==> src/rtl/tme_pkg.sv <==
package tme_pkg;
  localparam int MACRO_W  = 9;
  localparam int PRE_BITS = 7;
  localparam int SEL_W    = $clog2(PRE_BITS);

  typedef enum logic [2:0] {
    ST_IDLE, ST_PRE, ST_B7, ST_B8, ST_SHIFT, ST_FIN
  } tme_state_e;
endpackage

==> src/rtl/tme_pre_gen.sv <==
module tme_pre_gen
  import tme_pkg::*;
#(
  parameter int CNT_W = 8
) (
  input  logic             clk_i,
  input  logic             rst_ni,
  input  logic             load_i,
  input  logic [CNT_W-1:0] cnt_i,
  input  logic             run_i,
  output logic [SEL_W-1:0] sel_o,
  output logic             last_o
);
  logic [CNT_W-1:0] cnt_q;
  logic [SEL_W-1:0] sel_q;

  always_ff @(posedge clk_i or negedge rst_ni) begin
    if (!rst_ni) begin
      cnt_q <= '0;
      sel_q <= '0;
    end else if (load_i) begin
      cnt_q <= cnt_i;
      sel_q <= '0;
    end else if (run_i) begin
      cnt_q <= cnt_q - 1'b1;
      // wrap over the seven pre-shift bits
      sel_q <= (sel_q == SEL_W'(PRE_BITS - 1)) ? '0 : sel_q + 1'b1;
    end
  end

  assign sel_o  = sel_q;
  assign last_o = (cnt_q == CNT_W'(1));


  pre_no_underflow_chk: assert property (@(posedge clk_i) disable iff (!rst_ni)
    run_i |-> (cnt_q != '0));
endmodule

==> src/rtl/tme_len_cnt.sv <==
module tme_len_cnt #(
  parameter int CNT_W = 8
) (
  input  logic             clk_i,
  input  logic             rst_ni,
  input  logic             load_i,
  input  logic [CNT_W-1:0] len_i,
  input  logic             run_i,
  output logic             last_o
);
  logic [CNT_W-1:0] cnt_q;

  always_ff @(posedge clk_i or negedge rst_ni) begin
    if (!rst_ni)     cnt_q <= '0;
    else if (load_i) cnt_q <= len_i;
    else if (run_i)  cnt_q <= cnt_q - 1'b1;
  end

  assign last_o = (cnt_q == CNT_W'(1));
endmodule

==> src/rtl/tap_macro_exec.sv <==
module tap_macro_exec
  import tme_pkg::*;
#(
  parameter int PRE_W = 8,
  parameter int LEN_W = 8
) (
  input  logic               clk_i,
  input  logic               rst_ni,
  input  logic               start_i,
  input  logic [MACRO_W-1:0] macro_i,
  input  logic               macro_type_i,
  input  logic               bit7_en_i,
  input  logic               bit8_en_i,
  input  logic [PRE_W-1:0]   pre_cnt_i,
  input  logic [LEN_W-1:0]   bist_len_i,
  input  logic               tdo_dflt_i,
  input  logic               seq_mode_i,
  input  logic               shift_done_i,
  output logic               tck_en_o,
  output logic               tms_o,
  output logic               tdo_o,
  output logic               shift_req_o,
  output logic               done_o,
  output logic               rpt_dec_o
);
  tme_state_e st_q, st_d;
  logic [MACRO_W-1:0] macro_q;
  logic bist_q, b7_q, b8_q, len_nz_q, dflt_q, seq_q, tdo_q;
  logic [SEL_W-1:0] pre_sel;
  logic pre_last, len_last, accept;

  assign accept = (st_q == ST_IDLE) && start_i;

  function automatic tme_state_e tail_entry(logic bist, logic b7, logic b8, logic len_nz);
    if (b7 && (!bist || len_nz)) return ST_B7;
    if (b8)                      return ST_B8;
    return ST_FIN;
  endfunction

  tme_pre_gen #(.CNT_W(PRE_W)) u_pre (
    .clk_i, .rst_ni,
    .load_i (accept),
    .cnt_i  (pre_cnt_i),
    .run_i  (st_q == ST_PRE),
    .sel_o  (pre_sel),
    .last_o (pre_last)
  );

  tme_len_cnt #(.CNT_W(LEN_W)) u_len (
    .clk_i, .rst_ni,
    .load_i (accept),
    .len_i  (bist_len_i),
    .run_i  (st_q == ST_B7),
    .last_o (len_last)
  );

  always_comb begin
    st_d = st_q;
    unique case (st_q)
      ST_IDLE:  if (start_i)
                  st_d = (pre_cnt_i != '0) ? ST_PRE
                       : tail_entry(macro_type_i, bit7_en_i, bit8_en_i, bist_len_i != '0);
      ST_PRE:   if (pre_last) st_d = tail_entry(bist_q, b7_q, b8_q, len_nz_q);
      ST_B7:    if (!bist_q || len_last) st_d = b8_q ? ST_B8 : ST_FIN;
      ST_B8:    st_d = ST_SHIFT;
      ST_SHIFT: if (shift_done_i) st_d = ST_FIN;
      ST_FIN:   st_d = ST_IDLE;
      default:  st_d = ST_IDLE;
    endcase
  end

  always_ff @(posedge clk_i or negedge rst_ni) begin
    if (!rst_ni) begin
      st_q     <= ST_IDLE;
      macro_q  <= '0;
      bist_q   <= 1'b0;
      b7_q     <= 1'b0;
      b8_q     <= 1'b0;
      len_nz_q <= 1'b0;
      dflt_q   <= 1'b0;
      seq_q    <= 1'b0;
      tdo_q    <= 1'b0;
    end else begin
      st_q  <= st_d;
      tdo_q <= tdo_o;
      if (accept) begin
        macro_q  <= macro_i;
        bist_q   <= macro_type_i;
        b7_q     <= bit7_en_i;
        b8_q     <= bit8_en_i;
        len_nz_q <= (bist_len_i != '0);
        dflt_q   <= tdo_dflt_i;
        seq_q    <= seq_mode_i;
      end
    end
  end

  always_comb begin
    unique case (st_q)
      ST_PRE:  tms_o = macro_q[pre_sel];
      ST_B7:   tms_o = macro_q[7];
      ST_B8:   tms_o = macro_q[8];
      default: tms_o = 1'b0;
    endcase
  end

  assign tck_en_o    = (st_q == ST_PRE) || (st_q == ST_B7) || (st_q == ST_B8);
  assign tdo_o       = (bist_q && ((st_q == ST_B7) || (st_q == ST_B8))) ? dflt_q : tdo_q;
  assign shift_req_o = (st_q == ST_SHIFT);
  assign done_o      = (st_q == ST_FIN);
  assign rpt_dec_o   = done_o && seq_q;


  pre_tdo_hold_chk: assert property (@(posedge clk_i) disable iff (!rst_ni)
    (st_q == ST_PRE) |-> $stable(tdo_o));

  shift_hold_chk: assert property (@(posedge clk_i) disable iff (!rst_ni)
    (shift_req_o && !shift_done_i) |=> shift_req_o);

  shift_no_tck_chk: assert property (@(posedge clk_i) disable iff (!rst_ni)
    shift_req_o |-> !tck_en_o);

  done_pulse_chk: assert property (@(posedge clk_i) disable iff (!rst_ni)
    done_o |=> !done_o);

  dec_in_done_chk: assert property (@(posedge clk_i) disable iff (!rst_ni)
    rpt_dec_o |-> done_o);

  tdo_change_chk: assert property (@(posedge clk_i) disable iff (!rst_ni)
    !$stable(tdo_o) |-> (bist_q && tck_en_o));
endmodule

==> config.mk <==
export PLATFORM = sky130hd
export DESIGN_NAME = tap_macro_exec
export DESIGN_NICKNAME = d
export VERILOG_FILES = /design/src/rtl/tme_pkg.sv /design/src/rtl/tme_pre_gen.sv /design/src/rtl/tme_len_cnt.sv /design/src/rtl/tap_macro_exec.sv
export SDC_FILE = /design/constraint.sdc
export NUM_CORES = 1
export LEC_CHECK = 0
export BUFFER_PORTS_ARGS = -buffer_cell sky130_fd_sc_hd__buf_2
export CAP_MARGIN = 20
export CORE_ASPECT_RATIO = 1.2
export CORE_MARGIN = 10
export CORE_UTILIZATION = 59
export CTS_CLUSTER_DIAMETER = 30
export DETAILED_ROUTE_END_ITERATION = 6
export PLACE_DENSITY = 0.84
export SLEW_MARGIN = 0
export SYNTH_ARGS = -nofsm -noshare
export SYNTH_HDL_FRONTEND = slang
export SYNTH_SLANG_ARGS = --single-unit
==> constraint.sdc <==
create_clock -name clk_i -period 2.7 [get_ports clk_i]
set_input_delay 0.135 -clock clk_i [delete_from_list [all_inputs] [get_ports clk_i]]
set_output_delay 0.135 -clock clk_i [all_outputs]
set_load 0.05 [all_outputs]
==> impl_metrics.tcl <==
set metrics [dict create \
    synth_seq_cells 38 \
    power_mw 2.67 \
    fmax_mhz 473 \
    syn-cell-area_um2 2150 \
    placed_area_um2 2360 \
    grt_max_degree 39 \
    seq_area_frac_synth_pct 44.2 \
    synthMostInstantiatedCell "nand2_1" \
    max_cap_viol_count 0 \
    slew_headroom_pct 43.9 \
    cts_tree "yes" \
    rows 23 \
    slew_violations 0 \
    rsz0062_at_grt "no" \
    synth_top_cell_area_share_pct 44.2 \
    num_vias 1968 \
    tightest_slew_ns 0.841 \
    fin_crit_ns 2.11 \
    hold_depth 3 \
    core-area_um2 3420 \
    htree_levels 2 \
    async_flop_share_pct 100 \
    synth_area_per_cell_um2 9.03 \
    antenna_found_initial 0 \
    synth_common_cells "nand2_1, dfrtp_1, nor2_1" \
    synth_edf_count 0 \
    ys_warn_count 0 \
    root_buffer "clkbuf_8" \
    drive_gt1_share_pct 22.7 \
    leakage_nw 1.17 \
    die_w_um 75.1 \
    hold_violations 0 \
    critPathKind "reg -> out" \
    fin_skew_ns 0.00494 \
    dieArea_um2 6470 \
    critPathLaunchType "flip-flop" \
    wire_per_inst_um 16.8 \
    antenna-diode-count 0 \
    synth_cells 238 \
    cp.required_ns 2.57 \
    ir_worst_vdd_mv 0.544 \
    syn2layout_area_growth_pct 14.1 \
    grt_overflow_total 0 \
    grt_pass1_vias 1985 \
    hold_ws_ns 0.0310 \
    drtIter0Drc 158 \
    synth_top_area_cell "dfrtp_1" \
    reg2regPathDepth 6 \
    final_net_count 316 \
    track_usage_pct 17.7 \
    grt_first_pass_wirelength_um 9360 \
    start_util_pct 62.8 \
    clk_latency_ns 0.29 \
    routabilityCongestion 0.966 \
    io_buffers 39 \
    fillers 271 \
    ant_nets 0 \
    wirelength_um 5310 \
    dp_hpwl_um 3940 \
    critPathCaptureType "output port" \
    cts_inserted_buffers 5 \
    die_h_um 86.1 \
    setup_violations 0 \
    synthTopCellsByArea "dfrtp_1, nand2_1, nor2_1" \
    syn_nets 276 \
    yosys_most_used_dff "dfrtp_1" \
    finalCritPeriodShare_pct 78.3 \
    dr.pass1.iters 4 \
    status "completed" \
    clkTransAtPathRegs_ns 0.07 \
    cts-resized-gates 0 \
    fin_tns_setup_ns 0 \
    ioPinCount 40 \
    cp.arrival_ns 1.98 \
    cts_buffer_depth 2 \
    ys_types 52 \
    routed_via_density 6.25 \
    powerDensity_nw_per_um2 1090 \
    worstHoldPathType "in -> reg" \
    postLayoutCellArea_um2 2450 \
    post-cts-setup-buffer-count 0 \
    drc 0 \
    clock-sinks 38 \
    path_max_fanout 16 \
]
-- power breakdown --
group	internal (mW)	switching (mW)
sequential	0.827	0.286
combinational	0.516	0.672
clock	0.173	0.197
total	1.52	1.16
-- registers in the layout, indices dropped and copies added, names as in the netlist --
signal and count:
b8_q 1, st_q 3, len_nz_q 1, dflt_q 1
bist_q 1, tdo_q 1, b7_q 1, seq_q 1
u_len.cnt_q 8, u_pre.sel_o 3, macro_q 9, u_pre.cnt_q 8
-- layout by cell type, fill, tap and decap left out, drive strengths merged, types with 2 or more instances in the layout --
master  Yosys  final
o211ai      5      5
mux4        2      2
a31oi       3      3
a221o       6      6
o32ai       3      3
o311ai      2      2
or3b        2      2
a211oi      2      2
buf         2     44
or2         2      2
o31a        2      2
clkinv      0      2
nor3b       3      3
mux2i       2      2
or4         4      4
o21ai      14     14
nand2      58     58
dfrtp      38     38
o311a       2      2
a21oi       8      8
or3         2      2
nor4        4      4
inv         8      8
ha          4      4
or4b        3      3
clkbuf     10      5
nor2       20     20
nand2b      3      3
nor3        6      6
-- per-layer routing --
layer / vias to the layer above / GRT usage [%] / share of wire (%)
met2: 76 / 28.1 / 48
met1: 942 / 23.2 / 43
met5: - / 0 / 0
li1: 940 / - / -
met4: 0 / 5.00 / 1.3
met3: 10 / 4.15 / 7.3
-- per-stage QoR --
| step | setup WS, ns | utilization (%) | cells |
|---|---|---|---|
| floorplan | 0.664 | - | 238 |
| global placement | 0.803 | 69.0 | 307 |
| detailed placement | 0.716 | 69.0 | 307 |
| CTS | 0.581 | 71.6 | 315 |
| global route | 0.493 | 71.6 | 315 |
| finish | 0.586 | 71.6 | 315 |
-- final timing paths --
kind	to	start	slack [ns]
worst max-delay path	tms_o	st_q[2]	0.59
worst min-delay path	macro_q[3]	macro_i[3]	0.03
worst max register to register	st_q[2]	u_len.cnt_q[1]	0.68
worst min register to register	seq_q	seq_q	0.47
max in group asynchronous	u_len.cnt_q[3]	rst_ni	1.68
min in group asynchronous	u_pre.cnt_q[7]	rst_ni	0.48
-- layout make-up --
type / count / area, µm² / share of cell area [%]
repair buffers: 45 / 243 / 9.90
flip-flops and latches: 38 / 951 / 38.8
well taps: 37 / 46.3 / 1.89
clock inverters: 2 / 10.0 / 0.408
clock buffers: 5 / 68.8 / 2.81
inverters: 8 / 30.0 / 1.22
multi-input cells: 180 / 1100 / 45.0
-- worst max-delay path, cell delays in order (launching register included) --
cell     delay, ns
dfrtp_1       0.58
or3b_1        0.47
buf_4         0.19
o32ai_1       0.14
buf_2         0.31
-- cells by family after synthesis --
kind of cell / share of synthesized area (%)
AO/OA/AOI/OAI: 19.7
multiplexers: 3.55
AND/OR/NAND/NOR: 25.4
flip-flops: 44.2
buffers and inverters: 4.83
adder cells (fa/ha/maj): 2.33
-- what timing repair did --
item                                    in CTS  in global routing
endpoints found under the setup margin       0                  0
endpoints found under the hold margin       38                  0
hold buffers                                 1                  0
Note: power is estimated with default switching activity, not from simulation.
